===== config.mk =====
export PLATFORM = sky130hd
export DESIGN_NAME = irq_source_latch
export DESIGN_NICKNAME = d
export VERILOG_FILES = /design/src/rtl/irq_latch_pkg.sv /design/src/rtl/irq_cfg_reg.sv /design/src/rtl/irq_edge_detect.sv /design/src/rtl/irq_sticky_bank.sv /design/src/rtl/irq_source_latch.sv
export SDC_FILE = /design/constraint.sdc
export NUM_CORES = 1
export LEC_CHECK = 0
export ABC_AREA = 1
export CAP_MARGIN = 20
export CELL_PAD_IN_SITES_DETAIL_PLACEMENT = 0
export CELL_PAD_IN_SITES_GLOBAL_PLACEMENT = 1
export CORE_MARGIN = 2
export CORE_UTILIZATION = 26
export DETAILED_ROUTE_END_ITERATION = 6
export HOLD_SLACK_MARGIN = 0.05
export PLACE_DENSITY_LB_ADDON = 0.1
export SYNTH_ARGS = -nofsm -noshare
export SYNTH_HDL_FRONTEND = slang
export SYNTH_HIERARCHICAL = 1
export SYNTH_SLANG_ARGS = --single-unit

===== constraint.sdc =====
create_clock -name clk -period 0.9 [get_ports clk]
set_input_delay 0.27 -clock clk [delete_from_list [all_inputs] [get_ports clk]]
set_output_delay 0.27 -clock clk [all_outputs]
set_load 0.03 [all_outputs]

===== src/rtl/irq_latch_pkg.sv =====
package irq_latch_pkg;
  localparam int ADC_SRC_N  = 4;
  localparam int LAT_N      = ADC_SRC_N + 1;
  localparam int SEL_W      = $clog2(ADC_SRC_N);
  localparam int DAC_IDX    = ADC_SRC_N;
  localparam int NE_IDX     = 3;
  localparam int WR_SEL_LSB = 0;
  localparam int WR_AIEN    = SEL_W;
  localparam int WR_DIEN    = SEL_W + 1;
  localparam int WR_CLR_LSB = SEL_W + 2;
  localparam int WR_W       = WR_CLR_LSB + LAT_N;
  localparam int ST_LIVE_NE = LAT_N;
  localparam int ST_LIVE_FL = LAT_N + 1;
  localparam int ST_W       = LAT_N + 2;

  typedef enum logic [SEL_W-1:0] {
    SRC_EXT   = 2'd0,
    SRC_SCAN  = 2'd1,
    SRC_AHALF = 2'd2,
    SRC_ANE   = 2'd3
  } adc_src_e;

  typedef struct packed {
    logic     dac_ien;
    logic     adc_ien;
    adc_src_e sel;
  } irq_cfg_t;

  function automatic logic [ADC_SRC_N-1:0] sel_decode(input logic [SEL_W-1:0] s);
    logic [ADC_SRC_N-1:0] one;
    one = {{(ADC_SRC_N-1){1'b0}}, 1'b1};
    return one << s;
  endfunction

  function automatic logic irq_reduce(input logic [LAT_N-1:0] lat, input irq_cfg_t c);
    logic adc_part;
    adc_part = c.adc_ien & |(lat[ADC_SRC_N-1:0] & sel_decode(c.sel));
    return adc_part | (c.dac_ien & lat[DAC_IDX]);
  endfunction
endpackage


===== src/rtl/irq_cfg_reg.sv =====
module irq_cfg_reg
  import irq_latch_pkg::*;
(
  input  logic                 clk,
  input  logic                 rst_n,
  input  logic                 wr_en_i,
  input  logic [WR_W-1:0]      wr_data_i,
  output irq_cfg_t             cfg_o,
  output logic [LAT_N-1:0]     clr_pulse_o
);
  irq_cfg_t cfg_q;

  always_ff @(posedge clk or negedge rst_n) begin
    if (!rst_n) begin
      cfg_q <= '0;
    end else if (wr_en_i) begin
      cfg_q.sel     <= adc_src_e'(wr_data_i[WR_SEL_LSB +: SEL_W]);
      cfg_q.adc_ien <= wr_data_i[WR_AIEN];
      cfg_q.dac_ien <= wr_data_i[WR_DIEN];
    end
  end

  // clear bits act only in the write cycle, nothing is stored
  always_comb begin
    clr_pulse_o = '0;
    if (wr_en_i) clr_pulse_o = wr_data_i[WR_CLR_LSB +: LAT_N];
  end

  assign cfg_o = cfg_q;

  assert_cfg_hold_R2: assert property (@(posedge clk) disable iff (!rst_n)
    !wr_en_i |=> $stable(cfg_q));
endmodule


===== src/rtl/irq_edge_detect.sv =====
module irq_edge_detect #(
  parameter int N = 5
) (
  input  logic         clk,
  input  logic         rst_n,
  input  logic [N-1:0] src_i,
  output logic [N-1:0] rise_o
);
  logic [N-1:0] prev_q;

  for (genvar k = 0; k < N; k++) begin : g_edge
    always_ff @(posedge clk or negedge rst_n) begin
      if (!rst_n) prev_q[k] <= 1'b0;
      else        prev_q[k] <= src_i[k];
    end
    assign rise_o[k] = src_i[k] & ~prev_q[k];

    assert_no_double_rise_R7: assert property (@(posedge clk) disable iff (!rst_n)
      rise_o[k] |=> !rise_o[k]);
  end
endmodule


===== src/rtl/irq_sticky_bank.sv =====
module irq_sticky_bank #(
  parameter int N = 5
) (
  input  logic         clk,
  input  logic         rst_n,
  input  logic [N-1:0] set_i,
  input  logic [N-1:0] clr_i,
  input  logic [N-1:0] drop_i,
  output logic [N-1:0] lat_o
);
  logic [N-1:0] lat_q;

  for (genvar k = 0; k < N; k++) begin : g_bit
    always_ff @(posedge clk or negedge rst_n) begin
      if (!rst_n)        lat_q[k] <= 1'b0;
      else if (set_i[k]) lat_q[k] <= 1'b1;
      else if (clr_i[k] || drop_i[k]) lat_q[k] <= 1'b0;
    end

    assert_set_wins_R6: assert property (@(posedge clk) disable iff (!rst_n)
      set_i[k] |=> lat_q[k]);
    assert_clear_acts_R5: assert property (@(posedge clk) disable iff (!rst_n)
      (!set_i[k] && clr_i[k]) |=> !lat_q[k]);
    assert_hold_R5: assert property (@(posedge clk) disable iff (!rst_n)
      (!set_i[k] && !clr_i[k] && !drop_i[k]) |=> $stable(lat_q[k]));
  end

  assign lat_o = lat_q;
endmodule


===== src/rtl/irq_source_latch.sv =====
module irq_source_latch
  import irq_latch_pkg::*;
(
  input  logic              clk,
  input  logic              rst_n,
  input  logic              ev_ext_i,
  input  logic              ev_scan_i,
  input  logic              adc_half_i,
  input  logic              adc_ne_i,
  input  logic              adc_full_i,
  input  logic              dac_half_i,
  input  logic              wr_en_i,
  input  logic [WR_W-1:0]   wr_data_i,
  output logic [ST_W-1:0]   status_o,
  output logic              irq_o
);
  irq_cfg_t             cfg;
  logic [LAT_N-1:0]     clr_pulse;
  logic [LAT_N-1:0]     src_vec;
  logic [LAT_N-1:0]     rise;
  logic [LAT_N-1:0]     set_vec;
  logic [LAT_N-1:0]     drop_vec;
  logic [LAT_N-1:0]     lat;
  logic [ADC_SRC_N-1:0] adc_gate;

  assign src_vec = {dac_half_i, adc_ne_i, adc_half_i, ev_scan_i, ev_ext_i};

  irq_cfg_reg u_cfg (
    .clk         (clk),
    .rst_n       (rst_n),
    .wr_en_i     (wr_en_i),
    .wr_data_i   (wr_data_i),
    .cfg_o       (cfg),
    .clr_pulse_o (clr_pulse)
  );

  irq_edge_detect #(.N(LAT_N)) u_edge (
    .clk    (clk),
    .rst_n  (rst_n),
    .src_i  (src_vec),
    .rise_o (rise)
  );

  assign adc_gate = sel_decode(cfg.sel) & {ADC_SRC_N{cfg.adc_ien}};

  always_comb begin
    set_vec                     = '0;
    set_vec[ADC_SRC_N-1:0]      = rise[ADC_SRC_N-1:0] & adc_gate;
    set_vec[DAC_IDX]            = rise[DAC_IDX] & cfg.dac_ien;
    drop_vec                    = '0;
    drop_vec[NE_IDX]            = ~adc_ne_i;
  end

  irq_sticky_bank #(.N(LAT_N)) u_bank (
    .clk    (clk),
    .rst_n  (rst_n),
    .set_i  (set_vec),
    .clr_i  (clr_pulse),
    .drop_i (drop_vec),
    .lat_o  (lat)
  );

  always_comb begin
    status_o             = '0;
    status_o[LAT_N-1:0]  = lat;
    status_o[ST_LIVE_NE] = adc_ne_i;
    status_o[ST_LIVE_FL] = adc_full_i;
  end

  assign irq_o = irq_reduce(lat, cfg);

  assert_irq_quiet_R10: assert property (@(posedge clk) disable iff (!rst_n)
    (lat == '0) |-> !irq_o);
  assert_ne_drop_R8: assert property (@(posedge clk) disable iff (!rst_n)
    !adc_ne_i |=> !lat[NE_IDX]);
  assert_adc_gated_R3: assert property (@(posedge clk) disable iff (!rst_n)
    !cfg.adc_ien |=> ((lat[ADC_SRC_N-1:0] & ~$past(lat[ADC_SRC_N-1:0])) == '0));
  assert_dac_gated_R4: assert property (@(posedge clk) disable iff (!rst_n)
    !cfg.dac_ien |=> !$rose(lat[DAC_IDX]));
endmodule


After elaboration in Yosys (flattened, before gate mapping):

Cells that the tools add are included.

* register bits: 14
* logic and storage cells: 50

* shift-type cells: 1
* muxes and demuxes: 11
* bitwise gates (word level): 18
* reduce and logical (&&, ||, !) cells: 7

Operators by type and width (number)
* 4-bit AND: 3
* 1-bit 2-to-1 mux: 10
* 2-bit nonzero test: 5
* 1-bit AND: 8
* 1-bit inverter: 6
* 5-bit 2-to-1 mux: 1
* 4-bit OR reduction: 1
* 1-bit by 2-bit left shift with 4-bit output (first input constant): 1
* 1-bit logical OR: 1
* 1-bit bitwise OR: 1

Longest topological paths before layout:

* depth after elaboration: 5
* mapped depth: 6
* depth with buffers taken out: 6

By module:

The synthesis kept the hierarchy.

By module, submodules not included
* irq_sticky_bank: instances 1, cells each 25, area each 200.2 um^2, sequential area each 125.1 um^2
* irq_cfg_reg: instances 1, cells each 28, area each 197.7 um^2, sequential area each 100.1 um^2
* irq_edge_detect: instances 1, cells each 15, area each 175.2 um^2, sequential area each 125.1 um^2
* irq_source_latch: instances 1, cells each 25, area each 112.6 um^2, sequential area each 0.0 um^2

Worst setup path after synthesis:

No wires, ideal clock.

* path type: register to output
* from: reg u_bank.lat_q[3], in the netlist u_bank/lat_o[3]
* to: out irq_o
* arrival time: 0.963 ns
* data required time: 0.630 ns
* slack: -0.333 ns
* stages on the path, launching flop included: 5
* cell sequence: dfrtp_1 nand3_1 nand2_1 o21ai_1 nand2_1

* word-level cells in the longest chain between the ends: 4

RTL lines
* start, declared: line irq_sticky_bank.sv:11 `logic [N-1:0] lat_q;`
* start signal, assigned by index: line irq_sticky_bank.sv:15 `if (!rst_n) lat_q[k] <= 1'b0;`
* start signal, assigned by index: line irq_sticky_bank.sv:16 `else if (set_i[k]) lat_q[k] <= 1'b1;`
* start signal, assigned by index: line irq_sticky_bank.sv:17 `else if (clr_i[k] || drop_i[k]) lat_q[k] <= 1'b0;`
* 4-bit AND: line irq_latch_pkg.sv:37 `adc_part = c.adc_ien & |(lat[ADC_SRC_N-1:0] & sel_decode(c.sel));`
* 4-bit OR reduction: line irq_latch_pkg.sv:37
* 1-bit AND: line irq_latch_pkg.sv:37
* 1-bit bitwise OR: line irq_latch_pkg.sv:38 `return adc_part | (c.dac_ien & lat[DAC_IDX]);`
* end, declared: line irq_source_latch.sv:15 `output logic irq_o`

No other way between the ends.

Worst setup path after layout:

* from: reg u_cfg.cfg_q (netlist bit u_cfg/cfg_o[0])
* to: out irq_o

* word-level cells in the longest chain between the ends: 5

RTL lines
* start, declared: line irq_cfg_reg.sv:11 `irq_cfg_t cfg_q;`
* 1-bit by 2-bit left shift with 4-bit output: line irq_latch_pkg.sv:32 `return one << s;`
* 4-bit AND: line irq_latch_pkg.sv:37
* 4-bit OR reduction: line irq_latch_pkg.sv:37
* 1-bit AND: line irq_latch_pkg.sv:37
* 1-bit bitwise OR: line irq_latch_pkg.sv:38

No other way between the ends.

==> qor.yml <==
run_status:
  status: "finished, violations left"
  violations: "setup timing"
finish:
  layout-drive-gt1-share_pct: 37.2
  fin_area_um2: 1220
  finalNonFillerCells: 167
  fillers: 265
  areaGrowthSynthToFinish_pct: 77.6
  num-nets-final: 156
  n_antenna_cell: 0
run:
  drv_cap: 0
grt:
  grt_pass1_wl_um: 2790
  antenna_found_initial: 0
  overflow: 0
  globalRouteTotalUtil_pct: 11.6
  grt_pass1_vias: 664
  grt_max_degree: 15
clock_network:
  insertion_delay_ns: 0.27
  cts_tree: "done"
  clock_path_buffers: 2
  clk_pin_slew_ns: 0.08
  ctsRootBufferMaster: "clkbuf_4"
  numCtsBuffers: 3
  cts_sinks: 14
  htreeDepth: 1
synthesis:
  ys_types: 12
  syn_inst: 93
  yosys-top-cells-area: "dfrtp_1 (51%), nand2_1 (20%), inv_1 (9.3%)"
  netlist.area_leader.share_pct: 51.1
  synth-warning-count: 6
  synth.cell_area_um2: 686
  synth-seq-cells: 14
  ys_seq_area_share_pct: 51.1
  syn-mean-instance-area_um2: 7.37
  yosysTopAreaCell: "dfrtp_1"
floorplan:
  core_area_um2: 2480
  initial_core_util_pct: 27.7
  die_h_um: 55.4
  pin_count: 26
  die_area_um2: 3060
  die-width_um: 55.4
  rows: 18
place:
  post-place-ws_ns: -0.385
  routabilityCongestion: 0.771
  dp_hpwl_um: 1180
  port_buffers: 23
  place_area_um2: 1060
  dp.cells: 161
critical_path:
  cp.arrival_ns: 1.23
  criticalPathCategory: "reg2out"
  cp_common_cell: "nand2_2"
  crit_path_start_kind: "register"
  crit_family: "flip-flops"
  cpPeakStageDelay_ns: 0.43
  crit_buf_inv: 1
  r2r_slack_ns: -0.15
  cp_max_fo: 4
  worstPathRequired_ns: 0.63
  crit_path_top_delay_cell: "dfrtp_1"
  path_cells: "nand3_1 -> nand2_2 -> o21ai_2 -> nand2_2 -> buf_6"
  cp-end-kind: "output port"
routing:
  postRouteAntennaNets: 0
  vias_per_cell: 3.96
  wl_per_cell_um: 9.11
  drt_first_pass_iters: 4
  drcViolationCount: 0
  drtIter0Drc: 11
  drt_wl_total_um: 1520
  dr_total_vias: 662
power_and_ir_drop:
  powerDensity_nw_per_um2: 1230
  finalPower_mw: 1.50
  p_leak_nw: 0.661
  vdd_drop_max_uv: 939
timing:
  setup_violations: 10
  hold_violations: 0
  period_needed_ns: 1.50
  finalSetupTns_ns: -2.37
  fin_ws_ns: -0.599
  grt_setup_unrepaired: "yes"
  drv_slew: 0
  fmaxAchievable_mhz: 667
  final.setup_skew_ns: 0.00107
  fin_crit_sh_pct: 167
worst_hold_path:
  holdCritPathClass: "in2reg"
==> timing repair <==
item,in CTS,in global routing
setup buffers,3,5
cloned,0,0
hold buffers,0,0
gates resized for setup,26,7
setup endpoints to repair,12,10
pin swaps,6,2
==> per-stage QoR <==
step | hold slack (ns) | util [%]
finish | 0.129 | 49.1
global route | 0.139 | 49.1
CTS | 0.307 | 48.2
detailed placement | 0.497 | 42.9
global placement | 0.485 | 42.9
floorplan | -0.0256 | -
==> state kept, by name, indices dropped and copies added (netlist names) <==
name and count:
u_cfg/cfg_o 4, u_edge/prev_q 5, u_bank/lat_o 5
==> per-layer routing <==
layer / part of all wire, % / track usage (%) / up-vias
li1: - / - / 354
met1: 47 / 14.6 / 286
met2: 46 / 18.2 / 18
met3: 4.5 / 2.11 / 4
met4: 2.2 / 7.32 / 0
met5: 0 / 0 / -
==> final cells by class <==
cell class	instances	area, um^2	share of cell area [%]
repair buffers	40	412	33.8
clock buffers	4	36.3	2.98
well taps	30	37.5	3.08
flip-flops and latches	14	355	29.2
multi-input cells	59	302	24.8
inverters	20	75.1	6.17
==> cell usage after synthesis <==
| master | number |
|---|---|
| dfrtp_1 | 14 |
| conb_1 | 1 |
| nor3_1 | 4 |
| inv_1 | 17 |
| nand2_1 | 36 |
| o21ai_1 | 1 |
| inv_2 | 3 |
| nor2_1 | 5 |
| nand3_1 | 4 |
| buf_6 | 1 |
| buf_4 | 2 |
| nor2_2 | 5 |
==> layout by cell type (no fill, tap or decap), types with 4 or more instances in the layout <==
cell	n
nor2_1	5
buf_4	8
conb_1	4
clkdlybuf4s50_1	13
dfrtp_1	10
dfrtp_2	4
nand2_1	34
inv_1	17
buf_6	15
nor2_2	5
==> path summary, 6_finish.rpt <==
kind	cells after the start	start	to
worst max-delay path	5	u_cfg/cfg_o[0]$_DFFE_PN0P_	irq_o
worst min-delay path	1	adc_half_i	u_edge/prev_q[2]$_DFF_PN0_
worst max register to register	5	u_cfg/cfg_o[1]$_DFFE_PN0P_	u_bank/lat_o[0]$_DFFE_PN0P_
worst min register to register	2	u_bank/lat_o[4]$_DFFE_PN0P_	u_bank/lat_o[4]$_DFFE_PN0P_
max in group asynchronous	2	rst_n	u_bank/lat_o[3]$_DFFE_PN0P_
min in group asynchronous	2	rst_n	u_edge/prev_q[2]$_DFF_PN0_
==> cell families after synthesis <==
kind of cell | after synthesis | share of synthesized area [%]
compound gates | 1 | 0.729
buf+inv | 23 | 14.8
flops | 14 | 51.1
other cells | 1 | 0.547
simple gates | 54 | 32.8
==> report_power, final <==
group	leakage [nW]	switching [mW]	internal (mW)	total (mW)
sequential	0.169	0.0277	0.666	0.694
clock	0.0210	0.198	0.246	0.444
combinational	0.471	0.163	0.195	0.358
total	0.661	0.389	1.11	1.50
(Power assumes the default switching activity.)
